--- src/rtl/usbtx_pkg.sv ---
package usbtx_pkg;

    typedef enum logic [2:0] {
        ST_IDLE,
        ST_SYNC,
        ST_PID,
        ST_DATA,
        ST_CRC,
        ST_SE0,
        ST_JBIT,
        ST_DONE
    } tx_state_t;

    // Symbol request from the controller to the line coder
    typedef enum logic [1:0] {
        SYM_BIT,
        SYM_SE0,
        SYM_J,
        SYM_OFF
    } sym_t;

    localparam logic [7:0]  SYNC_PATTERN = 8'h80;
    localparam int          STUFF_RUN    = 6;
    localparam int          CRC_W        = 16;
    localparam logic [15:0] CRC_POLY_REV = 16'hA001;

endpackage

--- src/rtl/usbtx_bit_timer.sv ---
module usbtx_bit_timer #(
    parameter int CLK_PER_BIT = 4
) (
    input  logic clk,
    input  logic rst_n,
    input  logic run,
    output logic tick
);
    localparam int          CW   = (CLK_PER_BIT > 1) ? $clog2(CLK_PER_BIT) : 1;
    localparam logic [CW-1:0] LAST = CW'(CLK_PER_BIT - 1);

    logic [CW-1:0] phase;

    always_ff @(posedge clk) begin
        if (!rst_n || !run) begin
            phase <= '0;
        end else if (phase == LAST) begin
            phase <= '0;
        end else begin
            phase <= phase + 1'b1;
        end
    end

    assign tick = run && (phase == '0);

    generate
        if (CLK_PER_BIT > 1) begin : g_spacing
            AST_TICK_SPACING: assert property (@(posedge clk) disable iff (!rst_n)
                tick |=> !tick);
        end
    endgenerate

endmodule

--- src/rtl/usbtx_crc16.sv ---
module usbtx_crc16 #(
    parameter int              W    = 16,
    parameter logic [W-1:0]    POLY = 16'hA001
) (
    input  logic         clk,
    input  logic         rst_n,
    input  logic         clear,
    input  logic         shift,
    input  logic         din,
    output logic [W-1:0] crc_q,
    output logic [W-1:0] crc_next
);
    logic fb;

    assign fb       = crc_q[0] ^ din;
    assign crc_next = shift ? ((crc_q >> 1) ^ (fb ? POLY : '0)) : crc_q;

    always_ff @(posedge clk) begin
        if (!rst_n || clear) begin
            crc_q <= '1;
        end else begin
            crc_q <= crc_next;
        end
    end

    AST_CRC_PRESET: assert property (@(posedge clk) disable iff (!rst_n)
        clear |=> (crc_q == '1));

endmodule

--- src/rtl/usbtx_coder.sv ---
module usbtx_coder
    import usbtx_pkg::*;
#(
    parameter int RUN = 6
) (
    input  logic clk,
    input  logic rst_n,
    input  logic tick,
    input  sym_t sym,
    input  logic din,
    output logic take,
    output logic line_dp,
    output logic line_dm,
    output logic line_oe
);
    localparam int OW = $clog2(RUN + 1);

    logic          lvl;
    logic          se0;
    logic          oe;
    logic [OW-1:0] ones;
    logic          stuff_due;

    assign stuff_due = (ones == OW'(RUN));
    assign take      = tick && !stuff_due;

    always_ff @(posedge clk) begin
        if (!rst_n) begin
            lvl  <= 1'b1;
            se0  <= 1'b0;
            oe   <= 1'b0;
            ones <= '0;
        end else if (tick) begin
            if (stuff_due) begin
                lvl  <= ~lvl;
                se0  <= 1'b0;
                oe   <= 1'b1;
                ones <= '0;
            end else begin
                unique case (sym)
                    SYM_BIT: begin
                        oe  <= 1'b1;
                        se0 <= 1'b0;
                        if (din) begin
                            ones <= ones + 1'b1;
                        end else begin
                            lvl  <= ~lvl;
                            ones <= '0;
                        end
                    end
                    SYM_SE0: begin
                        oe   <= 1'b1;
                        se0  <= 1'b1;
                        ones <= '0;
                    end
                    SYM_J: begin
                        oe   <= 1'b1;
                        se0  <= 1'b0;
                        lvl  <= 1'b1;
                        ones <= '0;
                    end
                    SYM_OFF: begin
                        oe   <= 1'b0;
                        se0  <= 1'b0;
                        lvl  <= 1'b1;
                        ones <= '0;
                    end
                endcase
            end
        end
    end

    assign line_dp = lvl & ~se0;
    assign line_dm = ~lvl & ~se0;
    assign line_oe = oe;

    AST_NRZI_ZERO: assert property (@(posedge clk) disable iff (!rst_n)
        (take && sym == SYM_BIT && !din && !se0) |=> (line_dp != $past(line_dp)));

    AST_NRZI_ONE: assert property (@(posedge clk) disable iff (!rst_n)
        (take && sym == SYM_BIT && din && !se0 && oe) |=> $stable(line_dp));

    AST_STUFF_TOGGLE: assert property (@(posedge clk) disable iff (!rst_n)
        (tick && stuff_due && !se0) |=> (line_dp != $past(line_dp)));

endmodule

--- src/rtl/usb_tx_serializer.sv ---
module usb_tx_serializer
    import usbtx_pkg::*;
#(
    parameter int CLK_PER_BIT = 4,
    parameter int BYTE_W      = 8
) (
    input  logic              clk,
    input  logic              rst_n,
    input  logic              send,
    input  logic              send_handshake,
    input  logic [BYTE_W-1:0] byte_data,
    input  logic              byte_last,
    output logic              byte_take,
    output logic              line_dp,
    output logic              line_dm,
    output logic              line_oe,
    output logic              busy
);
    localparam int            SH_W     = CRC_W;
    localparam int            CNT_W    = $clog2(SH_W);
    localparam logic [CNT_W-1:0] BYTE_END = CNT_W'(BYTE_W - 1);
    localparam logic [CNT_W-1:0] CRC_END  = CNT_W'(CRC_W - 1);
    localparam logic [CNT_W-1:0] SE0_END  = CNT_W'(1);

    tx_state_t        state, nxt_state;
    logic [SH_W-1:0]  sh, nxt_sh;
    logic [CNT_W-1:0] cnt, nxt_cnt;
    logic             hs, nxt_hs;
    logic             last_seen, nxt_last;

    logic             tick;
    logic             take;
    sym_t             sym;
    logic             din;
    logic             crc_shift;
    logic             crc_clear;
    logic [CRC_W-1:0] crc_q;
    logic [CRC_W-1:0] crc_next;

    usbtx_bit_timer #(
        .CLK_PER_BIT(CLK_PER_BIT)
    ) u_timer (
        .clk  (clk),
        .rst_n(rst_n),
        .run  (state != ST_IDLE),
        .tick (tick)
    );

    usbtx_crc16 #(
        .W   (CRC_W),
        .POLY(CRC_POLY_REV)
    ) u_crc (
        .clk     (clk),
        .rst_n   (rst_n),
        .clear   (crc_clear),
        .shift   (crc_shift),
        .din     (din),
        .crc_q   (crc_q),
        .crc_next(crc_next)
    );

    usbtx_coder #(
        .RUN(STUFF_RUN)
    ) u_coder (
        .clk    (clk),
        .rst_n  (rst_n),
        .tick   (tick),
        .sym    (sym),
        .din    (din),
        .take   (take),
        .line_dp(line_dp),
        .line_dm(line_dm),
        .line_oe(line_oe)
    );

    // Next state and datapath loads
    always_comb begin
        nxt_state = state;
        nxt_sh    = sh;
        nxt_cnt   = cnt;
        nxt_hs    = hs;
        nxt_last  = last_seen;
        unique case (state)
            ST_IDLE: begin
                if (send) begin
                    nxt_state = ST_SYNC;
                    nxt_sh    = {{(SH_W-8){1'b0}}, SYNC_PATTERN};
                    nxt_cnt   = '0;
                    nxt_hs    = send_handshake;
                end
            end
            ST_SYNC: begin
                if (take) begin
                    if (cnt == BYTE_END) begin
                        nxt_state = ST_PID;
                        nxt_sh    = {{(SH_W-BYTE_W){1'b0}}, byte_data};
                        nxt_cnt   = '0;
                        nxt_last  = byte_last;
                    end else begin
                        nxt_sh  = sh >> 1;
                        nxt_cnt = cnt + 1'b1;
                    end
                end
            end
            ST_PID, ST_DATA: begin
                if (take) begin
                    if (cnt == BYTE_END) begin
                        nxt_cnt = '0;
                        if (state == ST_PID && hs) begin
                            nxt_state = ST_SE0;
                        end else if (last_seen) begin
                            nxt_state = ST_CRC;
                            nxt_sh    = ~crc_next;
                        end else begin
                            nxt_state = ST_DATA;
                            nxt_sh    = {{(SH_W-BYTE_W){1'b0}}, byte_data};
                            nxt_last  = byte_last;
                        end
                    end else begin
                        nxt_sh  = sh >> 1;
                        nxt_cnt = cnt + 1'b1;
                    end
                end
            end
            ST_CRC: begin
                if (take) begin
                    if (cnt == CRC_END) begin
                        nxt_state = ST_SE0;
                        nxt_cnt   = '0;
                    end else begin
                        nxt_sh  = sh >> 1;
                        nxt_cnt = cnt + 1'b1;
                    end
                end
            end
            ST_SE0: begin
                if (take) begin
                    if (cnt == SE0_END) begin
                        nxt_state = ST_JBIT;
                        nxt_cnt   = '0;
                    end else begin
                        nxt_cnt = cnt + 1'b1;
                    end
                end
            end
            ST_JBIT: begin
                if (take) nxt_state = ST_DONE;
            end
            ST_DONE: begin
                if (take) nxt_state = ST_IDLE;
            end
        endcase
    end

    // State register
    always_ff @(posedge clk) begin
        if (!rst_n) begin
            state     <= ST_IDLE;
            sh        <= '0;
            cnt       <= '0;
            hs        <= 1'b0;
            last_seen <= 1'b0;
        end else begin
            state     <= nxt_state;
            sh        <= nxt_sh;
            cnt       <= nxt_cnt;
            hs        <= nxt_hs;
            last_seen <= nxt_last;
        end
    end

    // Outputs of the controller
    always_comb begin
        din       = sh[0];
        sym       = SYM_OFF;
        byte_take = 1'b0;
        unique case (state)
            ST_IDLE:  sym = SYM_OFF;
            ST_SYNC: begin
                sym       = SYM_BIT;
                byte_take = take && (cnt == BYTE_END);
            end
            ST_PID: begin
                sym       = SYM_BIT;
                byte_take = take && (cnt == BYTE_END) && !hs && !last_seen;
            end
            ST_DATA: begin
                sym       = SYM_BIT;
                byte_take = take && (cnt == BYTE_END) && !last_seen;
            end
            ST_CRC:   sym = SYM_BIT;
            ST_SE0:   sym = SYM_SE0;
            ST_JBIT:  sym = SYM_J;
            ST_DONE:  sym = SYM_OFF;
        endcase
    end

    assign crc_clear = (state == ST_IDLE);
    assign crc_shift = take && (state == ST_DATA);
    assign busy      = (state != ST_IDLE);

    AST_IDLE_QUIET: assert property (@(posedge clk) disable iff (!rst_n)
        (state == ST_IDLE) |-> (!line_oe && line_dp && !line_dm));

    AST_TAKE_ACTIVE: assert property (@(posedge clk) disable iff (!rst_n)
        byte_take |-> (state == ST_SYNC || state == ST_PID || state == ST_DATA));

    AST_HS_NO_CRC: assert property (@(posedge clk) disable iff (!rst_n)
        (hs && state != ST_IDLE) |-> (state != ST_DATA && state != ST_CRC));

    AST_RELEASE_AFTER_J: assert property (@(posedge clk) disable iff (!rst_n)
        $fell(line_oe) |-> ($past(line_dp) && !$past(line_dm)));

    AST_SEND_BUSY: assert property (@(posedge clk) disable iff (!rst_n)
        (busy && send) |=> (state != ST_SYNC || $past(state) == ST_SYNC));

endmodule

--- config.mk ---
export PLATFORM = sky130hd
export DESIGN_NAME = usb_tx_serializer
export DESIGN_NICKNAME = d
export VERILOG_FILES = /design/src/rtl/usbtx_pkg.sv /design/src/rtl/usbtx_bit_timer.sv /design/src/rtl/usbtx_crc16.sv /design/src/rtl/usbtx_coder.sv /design/src/rtl/usb_tx_serializer.sv
export SDC_FILE = /design/constraint.sdc
export NUM_CORES = 1
export LEC_CHECK = 0
export BUFFER_PORTS_ARGS = -buffer_cell sky130_fd_sc_hd__buf_2
export CAP_MARGIN = 20
export CORE_MARGIN = 2
export CORE_UTILIZATION = 34
export CTS_CLUSTER_SIZE = 16
export DETAILED_ROUTE_END_ITERATION = 6
export SYNTH_ARGS = -nofsm -noshare
export SYNTH_HDL_FRONTEND = slang
export SYNTH_SLANG_ARGS = --single-unit
--- constraint.sdc ---
create_clock -name clk -period 3.5 [get_ports clk]
set_clock_uncertainty 0.05 [all_clocks]
set_input_delay 0.175 -clock clk [delete_from_list [all_inputs] [get_ports clk]]
set_output_delay 0.175 -clock clk [all_outputs]
set_load 0.01 [all_outputs]
; Word level (Yosys, flattened, before mapping)
; Index checks and enable logic that the tools add are counted.
[classes]
bitwise_logic = 7
n_addsub = 3
n_mux = 53
n_eq_ne = 31
reduce_logical = 38
[op_table]
columns = operator, n
row1 = 2-to-1 mux 16 bit, 10
row2 = case mux 16 bit (4 select lines), 1
row3 = 2-to-1 mux 3 bit, 15
row4 = 2-to-1 mux 4 bit, 7
row5 = inequality test 2 bit (second input constant), 13
row6 = case mux 3 bit (7 select lines), 1
row7 = inverter 16 bit, 1
row8 = case mux 4 bit (4 select lines), 1
row9 = bitwise XOR 15 x 16 -> 16 bit, 1
row10 = equality test 3 bit (second input constant), 5
row11 = 2-to-1 mux 15 bit, 1
row12 = OR reduction 3 bit, 4
row13 = AND reduction 11 bit, 1
row14 = 2-to-1 mux 1 bit, 10
row15 = logical AND 1 bit, 8
row16 = case mux 1 bit (2 select lines), 4
row17 = case mux 2 bit (4 select lines), 1
row18 = nonzero test 4 bit, 2
row19 = OR reduction 2 bit, 4
row20 = AND reduction 7 bit, 1
row21 = equality test 2 bit (second input constant), 3
row22 = equality test 3 x 2 -> 1 bit (second input constant), 2
row23 = case mux 3 bit (2 select lines), 1
row24 = AND reduction 6 bit, 1
row25 = other kinds (25), 34
[word_totals]
inputBits = 13
ff_bits = 49
output_inout_bits = 5
word_cells = 143

; Longest topological paths before layout
; Gate-level depths: netlist of the first run.
[depth]
ltp_word = 11
depth_mapped = 9

; Cells and area by module
; From an unflattened synthesis of the first run, not the netlist that was laid out.
[hier_totals]
hier_cells = 346
area_unflattened_um2 = 3088.0
[by_module_without_submodules]
columns = mod, n_inst, seq_area_each_um2, area_each_um2, cells_per_inst
row1 = usb_tx_serializer, 1, 500.5, 1904.3, 238
row2 = usbtx_crc16, 1, 320.3, 743.2, 61
row3 = usbtx_coder, 1, 120.1, 337.8, 38
row4 = usbtx_bit_timer, 1, 40.0, 102.6, 9

; Least setup slack after synthesis of the first run
; OpenSTA, ideal clock, no wires.
[synth_path]
path_type = register to register
startpoint = register u_coder.ones[0]
endpoint = register sh[5]
path_stages_with_launch = 10
setup_slack_ns = 1.417
arrival_time_ns = 1.941
n_path_buf = 2
cell_sequence = dfxtp_1 -> inv_1 -> ha_1 -> a21boi_2 -> and3_1 -> buf_2 -> buf_4 -> mux2i_1 -> a21oi_1 -> o32ai_1
[synth_between]
elab_chain_cells = 11
elab_cells_between_ends = 15
[synth_lines]
columns = item, line_no
row1 = from (decl), usbtx_coder.sv:21  ; logic [OW-1:0] ones;
row2 = from (signal assigned), usbtx_coder.sv:45  ; ones <= ones + 1'b1;
row3 = equality test 3 bit (*), usbtx_coder.sv:24  ; assign stuff_due = (ones == OW'(RUN));
row4 = zero test 1 bit (*), usbtx_coder.sv:25  ; assign take = tick && !stuff_due;
row5 = logical AND 1 bit (*), usbtx_coder.sv:25
row6 = logical AND 1 bit, usb_tx_serializer.sv:199  ; assign crc_shift = take && (state == ST_DATA);
row7 = 2-to-1 mux 16 bit, usbtx_crc16.sv:16  ; assign crc_next = shift ? ((crc_q >> 1) ^ (fb ? POLY : '0)) : crc_q;
row8 = inverter 16 bit, usb_tx_serializer.sv:113  ; nxt_sh = ~crc_next;
row9 = 2-to-1 mux 16 bit, usb_tx_serializer.sv:111  ; end else if (last_seen) begin
row10 = 2-to-1 mux 16 bit, usb_tx_serializer.sv:109  ; if (state == ST_PID && hs) begin
row11 = 2-to-1 mux 16 bit, usb_tx_serializer.sv:107  ; if (cnt == BYTE_END) begin
row12 = 2-to-1 mux 16 bit, usb_tx_serializer.sv:106  ; if (take) begin
row13 = case mux 16 bit (4 select lines), usb_tx_serializer.sv:83  ; unique case (state)
row14 = to (signal assigned), usb_tx_serializer.sv:165  ; sh <= nxt_sh;
row15 = to (decl), usb_tx_serializer.sv:26  ; logic [SH_W-1:0] sh, nxt_sh;
; Mark *: on every way between the ends. The rest lies on a longest branch, timed or not. The select of a mux whose other input is x is not followed.
; A chain may end at the register's enable or synchronous reset.

; Worst setup path after layout of the first run
[layout_path]
startpoint = register state[1]
endpoint = register sh[0]
[layout_between]
elab_chain_cells = 11
elab_cells_between_ends = 26
[layout_lines]
columns = item, line_no
row1 = from (decl), usb_tx_serializer.sv:25  ; tx_state_t state, nxt_state;
row2 = from (signal assigned), usb_tx_serializer.sv:164  ; state <= nxt_state;
row3 = nonzero test 3 bit, usb_tx_serializer.sv:45  ; .run (state != ST_IDLE),
row4 = logical AND 1 bit, usbtx_bit_timer.sv:24  ; assign tick = run && (phase == '0);
row5 = logical AND 1 bit, usbtx_coder.sv:25
row6 = logical AND 1 bit, usb_tx_serializer.sv:199
row7 = 2-to-1 mux 16 bit, usbtx_crc16.sv:16
row8 = inverter 16 bit, usb_tx_serializer.sv:113
row9 = 2-to-1 mux 16 bit, usb_tx_serializer.sv:111
row10 = 2-to-1 mux 16 bit, usb_tx_serializer.sv:109
row11 = 2-to-1 mux 16 bit, usb_tx_serializer.sv:107
row12 = 2-to-1 mux 16 bit, usb_tx_serializer.sv:106
row13 = case mux 16 bit (4 select lines), usb_tx_serializer.sv:83
; Several ways; a longest one is shown, not always the timed one. The select of a mux whose other input is x is not followed.

==> results of run 1 <==
## flip-flops by register name (all words and copies together) (netlist names)
name / flops
hs: 1
u_coder.se0: 1
cnt: 4
u_crc.crc_q: 16
u_coder.line_oe: 1
last_seen: 1
u_timer.phase: 2
state: 3
u_coder.ones: 3
u_coder.lvl: 1
sh: 16
## how the worst min path moves through the flow
| stage | to | cells past startpoint | startpoint | slack (ns) |
|---|---|---|---|---|
| after floorplan | hs | 2 | send_handshake | 0.27 |
| after global placement | hs | 3 | send_handshake | 0.38 |
| after detailed placement | hs | 3 | send_handshake | 0.39 |
| after CTS | hs | 3 | send_handshake | 0.05 |
| after global routing | hs | 3 | send_handshake | 0.06 |
| final | hs | 3 | send_handshake | 0.06 |
## report_power, final
group / internal, uW / switching, uW
Sequential: 625 / 72.2
Clock: 142 / 204
Combinational: 255 / 395
Total: 1020 / 671
## final cells by class
class	instances	area (sq um)	share of cell area
Clock buffer	5	68.8	0.0248
Tap cell	99	124	0.0447
Clock inverter	3	21.3	0.00768
Multi-Input combinational cell	212	1390	0.500
Timing Repair Buffer	22	123	0.0443
Inverter	18	67.6	0.0244
Sequential cell	49	981	0.354
## cells in the final DEF, fill, tap and decap left out, drive strengths merged, types with 4 or more instances in the layout
master / instances
nand2b: 8
o32ai: 8
nor2b: 4
dfxtp: 49
xor2: 4
inv: 18
a21oi: 27
nor3: 7
nand2: 31
clkbuf: 5
ha: 6
a221o: 6
buf: 22
nor2: 23
mux2i: 15
nand3: 10
a22oi: 8
o21ai: 15
## routing by layer
| metal | track usage | vias to the layer above |
|---|---|---|
| met5 | 0 | - |
| met4 | 0.0231 | 0 |
| met3 | 0.0268 | 2 |
| met2 | 0.233 | 46 |
| met1 | 0.197 | 973 |
| li1 | - | 1089 |
## worst max-delay path: stages (launching register included)
cell and delay (ns):
dfxtp_1 0.76, o21bai_1 0.20, o32a_1 0.25, a211oi_4 0.61, nand4_4 0.24, o32ai_1 0.33
## per-stage QoR
stage	cells	hold WS (ns)
2_1_floorplan	295	0.273
3_3_place_gp	400	0.383
3_5_place_dp	400	0.386
4_1_cts	408	0.0547
5_1_grt	408	0.0633
6_report	408	0.0625
## logic make-up after synthesis
kind of cell,count (synthesis),share of synthesized area
simple gates,99,0.204
compound gates,87,0.239
flops,49,0.391
buf+inv,34,0.0578
mux,16,0.0643
fa+ha+maj,6,0.0299
xor+xnor,4,0.0139
==> metrics.cfg, run 1 <==
[grt]
grt_max_degree = 22
antenna_found_initial = 0
grt_pass1_vias = 1973
grt_first_pass_wirelength_um = 9590
overflow = 0
track_usage = 0.141

[floorplanning]
initial_core_util = 0.348
rows = 31
die_w_um = 89.9
core_area_sq_um = 7210
die-area_sq_um = 8090
io_pins = 18
die_h_um = 89.9

[sta]
relSlewSlack = 0.350
setup_violations = 0
drv_slew = 0
tightestPinTransition_ns = 0.967
fmax_mhz = 395
fin_crit_ns = 2.53
worst_slack_ns = 0.969
final-hold-violation-count = 0
period_share = 0.723
setup_tns_ns = 0
grt_setup_unrepaired = false

[cts]
numCtsBuffers = 5
clock_latency_ns = 0.31
cts_resized = 0
cts_setup_buffers = 0
clk_pin_slew_ns = 0.10
htreeDepth = 2
clockBufferDepth = 2
tritoncts = yes
ctsRootBufferMaster = clkbuf_8
holdBufCountCts = 0
cts.sinks = 49

[synth]
synth_top_area_share = 0.391
ys.flop_type = dfxtp_1
avgSynthCellArea_sq_um = 8.51
ys_seq_elements = 49
yosysSeqAreaShare = 0.391
synth_area_leaders = dfxtp_1, mux2i_1, a21oi_1
yosys.area.top_type = dfxtp_1
synth_common_cells = dfxtp_1, nand2_1, a21oi_1
syn_area_sq_um = 2510
async_flop_share = 0
postSynthCellCount = 295
ys_warn_count = 0
synth_fp_nets = 314
synth.distinct_cells = 53
synth-edff-count = 0
synth.most_common_cell = dfxtp_1

[setup_path]
startpoint = state[1]
worstSetupEndpoint = sh[0]
worstReg2RegStart = state[1]
cp-start-kind = flop
reg2reg_depth = 5
ff2ff_setup_slack_ns = 0.97
crit_required_ns = 3.67
critPathMaxFanout = 20
crit_type = flop to flop
cp-end-kind = flop
arrival_ns = 2.70
r2r_end = sh[0]

[place]
routabilityCongestion = 0.852
place_ws_ns = 0.998
place_area_sq_um = 2680
numPortBuffers = 17
dp_hpwl_um = 3980

[power]
peakVddDrop_mv = 0.382
leakagePower_uw = 0.000960
finalPower_uw = 1690
p_per_area_nw_per_um2 = 611

[routing]
drtAntennaViolNets = 0
drtPass1Iterations = 4
wl_met3_um = 201
wl_per_cell_um = 13.9
drt_iter0_drc = 130
dr_wl_met2_um = 2580
met1_length_um = 2870
wirelength_um = 5660
vias = 2110
route.detailed.drc = 0
routed_via_density = 5.17
routed.top_layer = met4

[outcome]
run_status = finished, final reports clean

[cells_and_area]
drive_gt1_frac = 0.123
nNetsFinal = 327
fin_util = 0.384
antenna_cells = 0
fill_cells = 785
area_growth_pct = 10.3
finalInstanceArea_sq_um = 2770

[worst_hold_path]
hold_class = primary input to flop

[run]
drv_cap = 0

Power figures use the tool's default switching activity.
==> inputs of run 2 (changes only) <==
- clock period: 3.5 -> 2.03 ns (I/O delays scaled with it)
==> run 2 against run 1 <==
  * First-iteration DRC count decreased by 17%
  * Global-route usage is 0.62 points higher
  * Sequential power grew 72%
  * Worst setup slack lost 0.86 ns
  * Design area rose by 16%
  * Power grew 93%
  * Non-clock buffer count rose by 33
  * Combinational power increased by 130%
  * Worst hold slack got worse by 0.041 ns
  * Critical path type is now flop to output pin
==> metrics.cfg, run 2 (synthesis results as in run 1) <==
[cells_and_area]
multiInputGateArea_sq_um = 1530  ; +10%
final_cell_mix = dfxtp_1, buf_4, nand2_1
finalInstanceArea_sq_um = 3210  ; +16%
drive_gt1_frac = 0.272  ; +0.149
mostFrequentLayoutCell = dfxtp_1
nNetsFinal = 360  ; +10%
layout.area.seq_sq_um = 988  ; +0.77%
antenna_cells = 0  ; unchanged
area_growth_pct = 27.9
largest_registers = sh x16, u_crc.crc_q x16, cnt x4
fill_cells = 766  ; -2.4%
fin_util = 0.445  ; +0.0610

[grt]
track_usage = 0.148  ; +0.00620
grt_pass1_vias = 2169  ; +9.9%
grt_max_degree = 21  ; -4.5%
antenna_found_initial = 0  ; unchanged
overflow = 0  ; unchanged
grt_first_pass_wirelength_um = 9930  ; +3.5%

[floorplanning]
io_pins = 18  ; unchanged
die-area_sq_um = 8090  ; unchanged
die_w_um = 89.9  ; unchanged
initial_core_util = 0.348  ; unchanged
rows = 31  ; unchanged
core_area_sq_um = 7210  ; unchanged
die_h_um = 89.9  ; unchanged

[setup_path]
cp_cell_sequence = ha_4 -> and3b_1 -> buf_4 -> nand3_1 -> nor3b_1 -> buf_2
arrival_ns = 1.77  ; -0.93 ns
crit_required_ns = 1.88  ; -1.79 ns
crit_type = flop to output pin
critPathMaxFanout = 10  ; -50%
cp-start-kind = flop
critical_path.top_delay_family = simple AND/OR/NAND/NOR gates
critPathSlowestCell = dfxtp_2
slowest_delay_ns = 0.40  ; -0.36 ns
worstPathBufferInverterCount = 2  ; +2
cp-end-kind = output pin

[cts]
cts.sinks = 49  ; unchanged
clock_latency_ns = 0.31  ; about the same
clk_pin_slew_ns = 0.09  ; about the same
tritoncts = yes
htreeDepth = 2  ; unchanged
ctsRootBufferMaster = clkbuf_8
clockBufferDepth = 2  ; unchanged
numCtsBuffers = 5  ; unchanged

[routing]
wl_per_cell_um = 13.7  ; -1.2%
route.detailed.drc = 0  ; unchanged
drtPass1Iterations = 4  ; unchanged
drt_iter0_drc = 108  ; -17%
wirelength_um = 6050  ; +6.8%
vias = 2251  ; +6.7%
drtAntennaViolNets = 0  ; unchanged
routed_via_density = 5.10  ; -1.3%

[run]
drv_cap = 0  ; unchanged

[place]
place_area_sq_um = 2890  ; +7.7%
numPortBuffers = 17  ; unchanged
dp_hpwl_um = 4230  ; +6.1%
routabilityCongestion = 0.846  ; -0.65%

[sta]
period_share = 0.947
drv_slew = 0  ; unchanged
fmax_mhz = 520
tightestPinTransition_ns = 0.562  ; -0.405 ns
fin_crit_ns = 1.92
relSlewSlack = 0.624  ; +0.274
final-hold-violation-count = 0  ; unchanged
setup_violations = 0  ; unchanged

[outcome]
run_status = finished, final reports clean

[power]
peakVddDrop_mv = 0.554  ; +45%
p_per_area_nw_per_um2 = 1020  ; +67%
leakagePower_uw = 0.00117  ; +22%
finalPower_uw = 3280  ; +93%

[worst_hold_path]
hold_class = primary input to flop

[run 2: cell type report]
| class | count | share of cell area |
|---|---|---|
| repair buffers | 55 | 0.129 |
| flip-flops and latches | 49 | 0.308 |
| multi-input cells | 212 | 0.475 |
| clock inverters | 3 | 0.00663 |
| well taps | 99 | 0.0386 |
| clock buffers | 5 | 0.0214 |
| inverters | 18 | 0.0210 |
[run 2: final timing paths]
| check | from | end | slack [ns] | depth (start not counted) |
|---|---|---|---|---|
| setup / recovery | cnt[0] | byte_take | 0.11 | 6 |
| hold / removal | byte_last | last_seen | 0.02 | 3 |
| setup reg to reg | u_coder.ones[0] | cnt[2] | 0.12 | 8 |
| hold reg to reg | u_timer.phase[0] | u_timer.phase[0] | 0.43 | 1 |
[run 2: where the power goes]
| group | internal (uW) | leakage, uW | switching [uW] | total [uW] |
|---|---|---|---|---|
| sequential | 1080 | 0.000401 | 121 | 1200 |
| clock | 245 | 0.0000445 | 343 | 588 |
| combinational | 717 | 0.000723 | 766 | 1480 |
[run 2: worst min-delay path: cells and delay by family]
kind	cells	cell delay (ns)
buf+inv	1	0.10
simple gates	1	0.08
compound gates	1	0.06
[run 2: stage by stage]
stage / hold slack [ns] / setup TNS (ns) / setup WS [ns] / std cells
global route: 0.0272 / -0.00362 / -0.00362 / 441
floorplan: 0.199 / 0 / 0.0253 / 295
CTS: 0.0213 / 0 / 0.00378 / 433
finish: 0.0218 / 0 / 0.108 / 441
global placement: 0.314 / 0 / 0.0506 / 423
detailed placement: 0.315 / -0.00231 / -0.00231 / 424
[run 2: what timing repair did]
item	4_1_cts	5_1_grt
cloned	0	1
pin swaps	0	9
buffers inserted	0	7
gates resized for setup	4	27
endpoints found under the setup margin	4	22
hold endpoints to repair	1	0
hold buffers	1	0
[run 2: per-layer routing]
layer | global-route usage | part of all wire
met5 | 0 | 0
met4 | 0.0423 | 0.010
met3 | 0.0310 | 0.036
met2 | 0.246 | 0.47
met1 | 0.194 | 0.49
==> inputs of run 3 (changes only) <==
- GPL_TIMING_DRIVEN: unset -> 0
==> run 3 against run 2 <==
  * Worst hold slack worse by 0.0079 ns
  * Global-route usage up 0.56 points
  * Combinational power is 5% higher
  * Critical path type is now flop to flop
  * Critical endpoint is now cnt[0]
  * Largest cell class unchanged
==> metrics.cfg, run 3 (synthesis results as in run 1) <==
[outcome]
run_status = finished, final reports clean

[grt]
grt_max_degree = 16  ; -24%
overflow = 0  ; unchanged
met2_usage = 0.254  ; +0.00884
busiest_layer = met2
track_usage = 0.153  ; +0.00562
grt_first_pass_wirelength_um = 10300  ; +3.7%
grt_use_met1 = 0.204  ; +0.00985
use_met3 = 0.0277  ; -0.00335
antenna_found_initial = 0  ; unchanged
grt_pass1_vias = 2145  ; -1.1%

[floorplanning]
core_area_sq_um = 7210  ; unchanged
die-area_sq_um = 8090  ; unchanged
die_h_um = 89.9  ; unchanged
io_pins = 18  ; unchanged
initial_core_util = 0.348  ; unchanged
die_w_um = 89.9  ; unchanged
rows = 31  ; unchanged

[setup_path]
arrival_ns = 2.19  ; +0.42 ns
reg2reg_depth = 8  ; unchanged
cp-end-kind = flop
cp-start-kind = flop
worstReg2RegStart = u_coder.ones[0]
crit_type = flop to flop
crit_required_ns = 2.23  ; +0.35 ns
r2r_end = cnt[0]
ff2ff_setup_slack_ns = 0.04  ; -0.08 ns
critPathMaxFanout = 5  ; -5

[power]
leakagePower_uw = 0.00113  ; -3.2%
p_per_area_nw_per_um2 = 1100  ; +7.8%
comb_power_share = 0.437  ; -0.016
switchingPower_uw = 1300  ; +5.4%
clkPwrFrac = 0.235  ; +0.055
sw_frac_of_total = 0.365  ; -0.0110
peakVddDrop_mv = 0.482  ; -13%
seqPwrFrac = 0.328  ; -0.040
cell_internal_pwr_uw = 2260  ; +10%

[cells_and_area]
area_growth_pct = 28.7
layout.area.seq_sq_um = 986  ; -0.25%
mostFrequentLayoutCell = dfxtp_1
multiInputGateArea_sq_um = 1590  ; +4.0%
fill_cells = 739  ; -3.5%
fin_util = 0.448  ; +0.00312
largest_registers = sh x16, u_crc.crc_q x16, cnt x4
antenna_cells = 0  ; unchanged
final_cell_mix = dfxtp_1, nand2_1, a21oi_1
drive_gt1_frac = 0.272  ; +0.000525
nNetsFinal = 352  ; -2.2%

[routing]
routed_via_density = 5.24  ; +2.6%
drtPass1Iterations = 5  ; +1
route.detailed.drc = 0  ; unchanged
drt_iter0_drc = 133  ; +23%
vias = 2268  ; +0.76%
wl_per_cell_um = 14.3  ; +4.4%
drtAntennaViolNets = 0  ; unchanged
wirelength_um = 6200  ; +2.5%

[cts]
tritoncts = yes
clock_latency_ns = 0.31  ; about the same
numCtsBuffers = 5  ; unchanged
htreeDepth = 2  ; unchanged
clockBufferDepth = 2  ; unchanged
ctsRootBufferMaster = clkbuf_8
clk_pin_slew_ns = 0.11  ; +0.02 ns
cts.sinks = 49  ; unchanged

[run]
drv_cap = 0  ; unchanged

[worst_hold_path]
hold_path.startpoint = send
hold_class = primary input to flop
hold_end = hs
whs_path_depth = 3  ; unchanged

[sta]
period_share = 0.981  ; +0.0339
fin_worst_hold_slack_ns = 0.0140  ; -0.00786 ns
final-hold-violation-count = 0  ; unchanged
relSlewSlack = 0.572  ; -0.0518
fmax_mhz = 502  ; -3.5%
setup_violations = 0  ; unchanged
setup_tns_ns = 0  ; unchanged
grt_setup_unrepaired = true
drv_slew = 0  ; unchanged
fin_crit_ns = 1.99  ; +0.0689 ns
tightestPinTransition_ns = 0.642  ; +0.0797 ns

[place]
dp_hpwl_um = 4190  ; -0.78%
numPortBuffers = 17  ; unchanged
routabilityCongestion = 0.872  ; +3.0%

run 3: cell types whose count changed in the layout (fill, tap and decap cells not counted), moves of 3 or more:
cell and change:
o32ai_1 -4, mux2i_2 +3, mux2i_4 -3, o32ai_2 +4, clkbuf_1 +5, buf_4 -18
run 3: worst max path at each step:
stage | startpoint | endpoint | slack (ns) | cells past startpoint
finish | u_coder.ones[0] | cnt[0] | 0.04 | 8
global route | u_coder.ones[0] | cnt[0] | -0.07 | 8
CTS | u_coder.ones[0] | sh[5] | 0.006 | 7
detailed placement | u_coder.ones[0] | sh[4] | -0.34 | 7
global placement | u_coder.ones[0] | sh[2] | -0.30 | 7
floorplan | u_coder.ones[0] | sh[0] | 0.03 | 7
run 3: power by group through the flow:
stage	logic, uW	registers, uW	clock network, uW
global route	1710	1180	878
CTS	1410	1160	839
detailed placement	1200	1180	0
global placement	1190	1170	0
floorplan	921	1160	0
finish	1550	1170	836
run 3: critical path, cell delays in order (launching register included):
cell      delay [ns]
dfxtp_2         0.37
inv_2           0.05
ha_4            0.18
a21bo_4         0.23
or3_1           0.34
o211ai_1        0.21
nand2_1         0.18
buf_4           0.17
o22ai_1         0.14
run 3: area by class of cell:
type | instances | area share
Buffer | 16 | 0.0383
Clock buffer | 5 | 0.0213
Clock inverter | 3 | 0.0201
Inverter | 18 | 0.0213
Multi-Input combinational cell | 212 | 0.491
Sequential cell | 49 | 0.305
Tap cell | 99 | 0.0383
Timing Repair Buffer | 31 | 0.0650
run 3: through the flow:
step           instances  area, sq um  power [uW]  setup slack (ns)
4_1_cts              426         3080        3410           0.00602
5_1_grt              433         3230        3760           -0.0695
3_5_place_dp         411         2730        2370            -0.345
2_1_floorplan        295         2520        2080            0.0253
6_report             433         3230        3550            0.0391
3_3_place_gp         411         2730        2360            -0.303
run 3: layer usage:
metal,vias up,share of wire
met5,-,0
met4,0,0.0087
met3,6,0.037
met2,45,0.47
met1,1073,0.49
li1,1144,-
run 3: what timing repair did:
action                     4_1_cts  5_1_grt
gates cloned                     0        1
hold buffers                     1        0
pin swaps                        8        8
buffers inserted                 6        6
hold endpoints to repair         1        0
setup endpoints to repair       38       24
gates resized for setup         34       27
